<file path="config.mk">
export PLATFORM = sky130hd
export DESIGN_NAME = hz_rules
export DESIGN_NICKNAME = d
export VERILOG_FILES = /design/src/rtl/hz_pkg.sv /design/src/rtl/hz_rules.sv
export SDC_FILE = /design/constraint.sdc
export NUM_CORES = 1
export LEC_CHECK = 0
export ABC_AREA = 0
export BUFFER_PORTS_ARGS = -buffer_cell sky130_fd_sc_hd__buf_2
export CORE_AREA = 3 3 40 42
export DETAILED_ROUTE_END_ITERATION = 8
export DIE_AREA = 0 0 43 45
export PLACE_DENSITY = 0.48
export SYNTH_ARGS = -nofsm -noshare
export SYNTH_HDL_FRONTEND = slang
export SYNTH_SLANG_ARGS = --single-unit
</file>
<file path="constraint.sdc">
create_clock -name vclk -period 5.1
set_input_delay 1.53 -clock vclk [all_inputs]
set_output_delay 1.53 -clock vclk [all_outputs]
set_load 0.01 [all_outputs]
</file>
<file path="src/rtl/hz_pkg.sv">
package hz_pkg;

    localparam int REG_W          = 4;
    localparam int NUM_SRC        = 2;
    localparam int OP_W           = 3;
    localparam int CODE_W         = 2;
    localparam int STORE_DATA_SRC = 0;

    typedef logic [REG_W-1:0] reg_idx_t;

    typedef enum logic [OP_W-1:0] {
        OP_NOP    = 3'd0,
        OP_ALU    = 3'd1,
        OP_LOAD   = 3'd2,
        OP_IND    = 3'd3,
        OP_STORE  = 3'd4,
        OP_BRANCH = 3'd5,
        OP_HALT   = 3'd6,
        OP_RSVD   = 3'd7
    } op_e;

    typedef enum logic [CODE_W-1:0] {
        HZ_NONE      = 2'd0,
        HZ_LOAD_USE  = 2'd1,
        HZ_LOAD_SLOT = 2'd2,
        HZ_STORE_RAW = 2'd3
    } hz_code_e;

    // What one instruction touches, as seen by the rule logic.
    typedef struct packed {
        logic                    wr;
        reg_idx_t                wr_reg;
        logic [NUM_SRC-1:0]      rd_en;
        reg_idx_t [NUM_SRC-1:0]  rd_reg;
        logic                    is_load;
        logic                    is_store;
        logic                    is_alu;
        logic                    is_halt;
    } access_t;

    // What the previous instruction left behind.
    typedef struct packed {
        logic     load_pend;
        logic     alu_pend;
        reg_idx_t reg_idx;
    } pend_t;

    function automatic logic op_writes(op_e op);
        case (op)
            OP_ALU, OP_LOAD, OP_IND: return 1'b1;
            default:                 return 1'b0;
        endcase
    endfunction

    function automatic logic op_is_load(op_e op);
        return (op == OP_LOAD) || (op == OP_IND);
    endfunction

    function automatic logic op_reads_src(op_e op, int idx);
        case (op)
            OP_ALU, OP_IND: return 1'b1;
            OP_STORE:       return idx == STORE_DATA_SRC;
            default:        return 1'b0;
        endcase
    endfunction

    function automatic logic reg_live(reg_idx_t r);
        return r != '0;
    endfunction

endpackage

</file>
<file path="src/rtl/hz_rules.sv">
module hz_rules
    import hz_pkg::*;
#(
    parameter int N_SRC = NUM_SRC
) (
    input  pend_t    pend,
    input  access_t  acc,
    output logic     hit_any,
    output hz_code_e code
);

    logic [N_SRC-1:0] src_hit;

    for (genvar s = 0; s < N_SRC; s++) begin : g_use
        assign src_hit[s] = acc.rd_en[s] && (acc.rd_reg[s] == pend.reg_idx);
    end

    logic use_hit, slot_hit, raw_hit;

    always_comb begin
        use_hit  = pend.load_pend && ((|src_hit) ||
                   (acc.wr && acc.wr_reg == pend.reg_idx));
        slot_hit = pend.load_pend && acc.is_load;
        raw_hit  = pend.alu_pend && acc.is_store && src_hit[STORE_DATA_SRC];
        if (acc.is_halt) begin
            use_hit  = 1'b0;
            slot_hit = 1'b0;
            raw_hit  = 1'b0;
        end
    end

    always_comb begin
        if (use_hit)       code = HZ_LOAD_USE;
        else if (slot_hit) code = HZ_LOAD_SLOT;
        else if (raw_hit)  code = HZ_STORE_RAW;
        else               code = HZ_NONE;
    end

    assign hit_any = use_hit | slot_hit | raw_hit;

endmodule

</file>
**Word-level counts from Yosys, hierarchy flattened**

Index checks and enable logic that the tools add are counted.

- Register bits: 0
- Input port bits: 25
- Output and inout port bits: 3
- Logic and storage cells: 20

- Equality and inequality tests: 3
- Multiplexer cells: 6
- Bitwise logic cells: 2
- Reduce and logical (&&, ||, !) cells: 9

Operators with widths:

| operator | count |
|---|---|
| equality test 4 bit | 3 |
| logical AND 1 bit | 7 |
| 2-to-1 mux 2 bit | 3 |
| 2-to-1 mux 1 bit | 3 |
| OR 1 bit | 2 |
| OR reduction 2 bit | 1 |
| logical OR 1 bit | 1 |

**Logic depth before layout (Yosys ltp)**

Gate-level depths: netlist of run 1.

- Depth in word-level cells: 8
- Gate-level depth with buffers: 5
- Mapped depth without buffers: 5

**Worst setup path after synthesis of run 1**

No wires, ideal clock.

- Path type: in2out
- From: input port pend[0] (netlist name)
- To: output port code[1]
- Arrival: 2.431 ns
- Required time: 3.570 ns
- Setup slack: 1.139 ns
- Stages on the path: 4
- Cell sequence: xor2_1 nor4_2 nand4b_1 o22ai_1

- Cells in the longest elaborated chain, start to end: 7
- Elaborated cells between the ends (all ways): 15
- Those cells by class: eq/ne (3); mux (5); reduce/logical (7)

Ends and longest elaborated chain:

| item | RTL line | text |
|---|---|---|
| start: declaration | hz_rules.sv:6 | `input pend_t pend,` |
| equality test 4 bit | hz_rules.sv:15 | `assign src_hit[s] = acc.rd_en[s] && (acc.rd_reg[s] == pend.reg_idx);` |
| logical AND 1 bit | hz_rules.sv:15 |  |
| logical AND 1 bit / OR reduction 2 bit (equally long branches) | hz_rules.sv:24, hz_rules.sv:21 |  |
| 2-to-1 mux 1 bit / logical OR 1 bit (equally long branches) | hz_rules.sv:25, hz_rules.sv:21 |  |
| 2-to-1 mux 2 bit / logical AND 1 bit (equally long branches) | hz_rules.sv:35, hz_rules.sv:21 |  |
| 2-to-1 mux 2 bit / 2-to-1 mux 1 bit (equally long branches) | hz_rules.sv:34, hz_rules.sv:25 |  |
| 2-to-1 mux 2 bit (*) | hz_rules.sv:33 | `if (use_hit) code = HZ_LOAD_USE;` |
| end: declaration | hz_rules.sv:9 | `output hz_code_e code` |

Every way passes the cells marked *; elsewhere a longest branch is shown, timed or not.

**Worst setup path after layout of run 1**

Ends and elaborated chain as after synthesis.

==> results of run 1 <==
## stage by stage
| stage | instances | cell area (µm²) | power, µW | hold WS [ns] |
|---|---|---|---|---|
| floorplan | 27 | 198 | 11.9 | 3.19 |
| global placement | 69 | 352 | 25.5 | 3.40 |
| detailed placement | 69 | 352 | 25.8 | 3.41 |
| CTS | 69 | 352 | 25.9 | 3.41 |
| global route | 69 | 352 | 28.7 | 3.44 |
| finish | 69 | 352 | 25.4 | 3.40 |
## logic make-up (layout without fill, tap and decap cells)
kind of cell	Yosys count	count (layout)	share of synthesized area
compound gates	3	3	0.101
simple gates	12	12	0.367
xor+xnor	12	12	0.532
buf+inv	0	27	0
## worst max-delay path: cells and delay by family
family	cells	cell delay, ns
XOR/XNOR	1	0.17
AO/OA/AOI/OAI	1	0.20
buffers and inverters	2	0.27
AND/OR/NAND/NOR	2	0.54
## routing by layer
| layer | vias to the layer above | part of all wire | wire length, µm |
|---|---|---|---|
| li1 | 151 | - | - |
| met1 | 112 | 0.38 | 234 |
| met2 | 12 | 0.52 | 321 |
| met3 | 0 | 0.10 | 65 |
| met4 | 0 | 0 | 0 |
| met5 | - | 0 | 0 |
## area by class of cell
cell class,count,area share
well taps,15,0.0534
multi-input cells,27,0.562
repair buffers,27,0.384
## how the worst max path moves through the flow
| stage | startpoint | to | slack, ns |
|---|---|---|---|
| CTS | pend[0] | code[1] | 0.83 |
| floorplan | pend[0] | code[1] | 1.14 |
| detailed placement | pend[0] | code[1] | 0.83 |
| global route | pend[0] | code[1] | 0.73 |
| finish | pend[0] | code[1] | 0.86 |
| global placement | pend[0] | code[1] | 0.85 |
## synthesized netlist by cell type
master                      n  area (µm²)
sky130_fd_sc_hd__xor2_1     9        78.8
sky130_fd_sc_hd__nand2_1    4        15.0
sky130_fd_sc_hd__xnor2_1    3        26.3
sky130_fd_sc_hd__nor4_1     2        12.5
sky130_fd_sc_hd__a2bb2oi_1  1        8.76
sky130_fd_sc_hd__nand2b_1   1        6.26
sky130_fd_sc_hd__nand4b_1   1        8.76
sky130_fd_sc_hd__nor2b_1    1        6.26
sky130_fd_sc_hd__nor3_1     1        5.00
sky130_fd_sc_hd__nor4_2     1        12.5
sky130_fd_sc_hd__o21ai_0    1        5.00
sky130_fd_sc_hd__o22ai_1    1        6.26
sky130_fd_sc_hd__or3_1      1        6.26
## power by group
part           leakage (µW)  internal (µW)  switching, µW
clock                     0              0              0
sequential                0              0              0
combinational      0.000184           14.2           11.2
total              0.000184           14.2           11.2
==> results, run 1 <==
- The final count of negative-setup-slack endpoints is 0.
- Traced cell by cell, the critical path runs through buf_2 -> xor2_1 -> nor4_2 -> nand4b_1 -> o22ai_1 -> buf_2.
- The final layout contains routed wiring with a total length of 621 µm.
- In this run, post-CTS hold repair placed 0 buffers.
- Gates resized during post-CTS repair numbered 0.
- The total DRC errors in the routed layout is 0.
- The cell count after synthesis came out at 27.
- The smallest clock period supported by the final layout is computed as 4.24 ns.
- The initial antenna violation count is 0.
- The met2 usage in global routing is 0.120.
- The total count of hold-check failures in the final report is 0.
- Data arrives at the worst endpoint at 2.71 ns.
- The via count of the first global-routing pass was 275.
- In this run the standard cell core region covers 1280 µm².
- The number of filler cells placed in the layout is 147.
- After global routing, the most crowded layer is met2.
- The count of sequential standard cells is 0.
- At the worst endpoint, the required time is around 3.6 ns.
- The total via count after detailed routing is 275.
- Measured along the y axis, the die boundary spans 45 µm.
- The count of pins over their slew limit is 0.
- The final worst slack is around 0.86 ns.
- Entering global routing, the biggest net connects 4 pins.
- The count of clock buffers in the final design is 0.
- The final period utilization is 0.832.
- Once detail routing completed, the nets flagged for antenna violations numbered 0.
- The first TritonRoute pass finished after 2 iterations.
- Adding up every negative setup slack in the final design gives 0 ns.
- After detailed routing, the number of vias per cell comes to 3.99.
- By instance count, the cell type seen most on the critical path is sky130_fd_sc_hd__buf_2.
- The die width is ~43 µm.
- During placement, the flow inserted port buffers numbering 27.
- Max-cap violations in this run came to 0.
- The die covers around 1900 µm².
- For hold timing, the worst endpoint is code[1].
- Counting instances, the worst hold path has a depth of 4.
- Across the VDD grid, the largest voltage drop is 0.0203 mV.
- The flow ran to the end, and the final reports show no timing, DRC or antenna violations.
- The met3 capacity usage during global routing is 0.
- The mean post-synth cell area is 7.32 µm².
- The maximum fanout along the worst path is 3.
- In the global route stage, met1 resource usage came out at 0.0762.
- The area added between synthesis and finish is 77.8%.
- After clock tree synthesis, the setup repair step added 0 buffers.
- The initial cell density of the core is 0.154.
- 0 antenna diodes ended up in the layout.
- The most frequent standard cell in the layout excluding fill and tap cells is sky130_fd_sc_hd__buf_2.
- The startpoint identified for the worst hold timing path is acc[3].
- The tightest min-delay check is of the in -> out type.
- The upper clock frequency limit is 0.236 GHz.
- The total overflow left after global routing is 0.
- Power spread over the standard cell area amounts to 72.2 nW/µm².
- The tightest slew margin relative to the limit is 0.793.
- STA classifies the critical path startpoint as a primary input.
- Detailed placement finished with a half-perimeter wire length of 587 µm.
- The average detailed-routed wire length per instance is 9.00 µm.
- Summing every instance area after synthesis gives 198 µm².
- The critical path in this run is classified as in -> out.
- The fraction of layout instances using a drive strength above 1 is 0.519.
- Setup repair after global routing left no endpoint under its margin.
- The final net count is 81.
- The pre-CTS setup slack is a little over 0.8 ns.
- Yosys printed 0 warnings.
- The number of violations reported at the end of detailed-routing iteration 0 is 1.
- The largest individual stage delay along the critical path comes from the cell sky130_fd_sc_hd__nor4_2.
- The congestion estimate from routability-driven global placement came to 0.754.
- The total nets after synthesis is 52.
- The top-level port count is 28.
- The share of the Yosys chip area taken by registers is 0.
- The first global-routing pass estimated 966 µm of wire.
- The distinct cell type count of the synthesized netlist is 13.
- In the layout the commonest cells are sky130_fd_sc_hd__buf_2 (27), sky130_fd_sc_hd__xor2_1 (9), sky130_fd_sc_hd__nand2_1 (4).
- The floorplan has 13 rows.
- The transition time at the pin with the least slew margin is roughly 0.3 ns.
- The utilization of the core after routing is 0.274.
- The leakage power total is 0.000184 µW.
- The sequential cell area in the final layout is 0 µm².
- In the global route stage, overall resource usage came out at 0.0597.
- In the final layout, the multi-input gates occupy 198 µm².
- The kind of end point of the critical path is an output pin.
- On the worst path, the slowest cell contributes a delay of about 0.35 ns.
(Power assumes the default switching activity.)
==> inputs of run 2 (changes only) <==
==> constraint.sdc (replaced) <==
create_clock -name vclk -period 4.3
set_input_delay 1.29 -clock vclk [all_inputs]
set_output_delay 1.29 -clock vclk [all_outputs]
set_load 0.01 [all_outputs]
==> run 2 against run 1 <==
  * Cell area did not move
  * Count of clock-buffer cells in the layout did not move
  * Die area did not move
==> results, run 2 (synthesized netlist as in run 1, its figures left out) <==
- The flow ran to the end, and the final reports show no timing, DRC or antenna violations.
- The critical path startpoint category is a primary input.
- The total routing resource utilization after global routing is 0.0589.
- Along the worst path, the maximum fanout reaches 3.
- The critical path's largest stage delay is 0.35 ns.
- The final count of negative-setup-slack endpoints is 0.
- Entering global routing, the biggest net connects 4 pins.
- The analysis attributes to cell leakage a power of 0.000184 µW.
- The number of gates resized after CTS was 0.
- Measured against its own limit, the worst slew margin works out to 0.779.
- The total count of hold-check failures in the final report is 0.
- The transition time at the pin with the least slew margin is 0.329 ns.
- In the routed design, unresolved DRC markers number 0.
- The sequential cell area in the final layout is 0 µm².
- The min-delay analysis places its worst path in the category in -> out.
- Post-CTS timing repair inserted 0 buffers for setup.
- The clock period could shrink to 3.76 ns.
- The path type of the worst setup path is in -> out.
- For this design, the slowest cell found on the critical path is sky130_fd_sc_hd__nor4_2.
- The placeable core region is 1280 µm².
- Dividing the final minimum period by the clock period gives 0.874.
- The instance area at placement is between 300 and 400 µm².
- The average detailed-routed wire length per instance is 9.04 µm.
- The library cell used most frequently in the layout, excluding fill and tap cells, is sky130_fd_sc_hd__buf_2.
- Using the TritonRoute via totals, the vias-per-cell ratio works out to 3.83.
- Pin placement for this block handled 28 I/O pins.
- The number of hold buffers added after CTS was 0.
- The pre-CTS setup slack is 0.532 ns.
- The die width is 43 µm.
- The total negative setup slack is 0 ns.
- The worst-case hold path end point is code[1].
- The layout has 0 clock buffers.
- The total via count after detailed routing is approximately 260.
- Static timing analysis puts the maximum clock frequency at around 0.27 GHz.
- The depth of the worst hold-timing path is 4.
- From synthesis to final layout, the design area changed by 77.8%.
- Summed over all layers, the routed wires come to around 620 µm.
- The cell row count is 13.
- The startpoint identified for the worst hold timing path is acc[3].
- Across the run, the number of max-cap violations was 0.
- The via count of the first global-routing pass is 258.
- At the worst endpoint, the required time is 3.01 ns.
- In this run the power density over the cells is approximately 86 nW/µm².
- The most common cell type on the critical path is sky130_fd_sc_hd__buf_2.
- In the layout the commonest cells are sky130_fd_sc_hd__buf_2 (27), sky130_fd_sc_hd__xor2_1 (9), sky130_fd_sc_hd__nand2_1 (4).
- The residual overflow from global routing is 0.
- Setup repair after global routing left no endpoint under its margin.
- For this configuration, the core starts out at a cell density of 0.154.
- There are 0 flip-flops and latches.
- At the end of routability-driven placement, the weighted congestion stood at 0.754.
- The floorplan step defined a die boundary enclosing between 1500 and 2000 µm².
- After routing the design area is 352 µm².
- The quantity of I/O buffers inserted on ports is 27.
- The multi-input combinational cells in the finished layout cover a total of 198 µm².
- The number of filler cells placed in the layout is 146.
- In this run, the number of DRC markers left after iteration 0 of detailed routing was 1.
- The die outline height is 45 µm.
- The initial antenna violation count was 0.
- For this run, the detailed router's first-pass iteration total came to 2.
- The number of nets still failing antenna checks after routing is 0.
- The count of pins over their slew limit was 0.
- The fraction of layout instances using a drive strength above 1 is 0.519.
- The first-pass GRT wire length is 931 µm.
- The net count of the finished layout is 81.
- The maximum VDD drop is about 0.029 mV.
- Data arrives at the worst endpoint at 2.47 ns.
- Setup slack on the critical path of the routed design comes to between 0.5 and 0.6 ns.
- The critical path goes through buf_2 -> xor2_1 -> nor4_2 -> nand4b_1 -> o22ai_1 -> buf_2.
- The kind of end point of the critical path is an output pin.
- The antenna diode instance count is 0.
==> run 2: cell counts in the layout (fill, tap and decap cells not counted) <==
Identical to the previous run, type by type.
==> run 2: metal layers <==
layer | vias to the layer above | GRT usage | share of wire
met5 | - | 0 | 0
met4 | 0 | 0 | 0
met3 | 0 | 0.00398 | 0.091
met2 | 12 | 0.114 | 0.50
met1 | 102 | 0.0762 | 0.40
li1 | 150 | - | -
==> run 2: area by class of cell <==
cell class | instances | share of cell area
Multi-Input combinational cell | 27 | 0.562
Tap cell | 15 | 0.0534
Timing Repair Buffer | 27 | 0.384
==> run 2: metrics by stage <==
stage / hold WS [ns] / std cells / util / total power (µW)
floorplan: 2.71 / 27 / - / 14.1
global placement: 2.92 / 69 / 0.274 / 30.3
detailed placement: 2.92 / 69 / 0.274 / 30.4
CTS: 2.92 / 69 / 0.274 / 30.5
global route: 2.96 / 69 / 0.274 / 33.5
finish: 2.92 / 69 / 0.274 / 30.1
==> run 2: report_power, final <==
| part | leakage (µW) | internal (µW) | total, µW | switching, µW |
|---|---|---|---|---|
| clock network | 0 | 0 | 0 | 0 |
| registers | 0 | 0 | 0 | 0 |
| logic | 0.000184 | 16.8 | 30.1 | 13.3 |
==> run 2: critical path: cells and delay by family <==
| family | cells | cell delay, ns |
|---|---|---|
| AND/OR/NAND/NOR | 2 | 0.54 |
| buffers and inverters | 2 | 0.27 |
| AO/OA/AOI/OAI | 1 | 0.19 |
| XOR/XNOR | 1 | 0.17 |
==> run 2: worst max path at each step <==
stage | startpoint | endpoint | slack, ns | cells after the start
6_report | pend[0] | code[1] | 0.54 | 6
5_1_grt | pend[0] | code[1] | 0.41 | 6
4_1_cts | pend[0] | code[1] | 0.53 | 6
3_5_place_dp | pend[0] | code[1] | 0.53 | 6
3_3_place_gp | pend[0] | code[1] | 0.53 | 6
2_1_floorplan | pend[0] | code[1] | 0.82 | 4
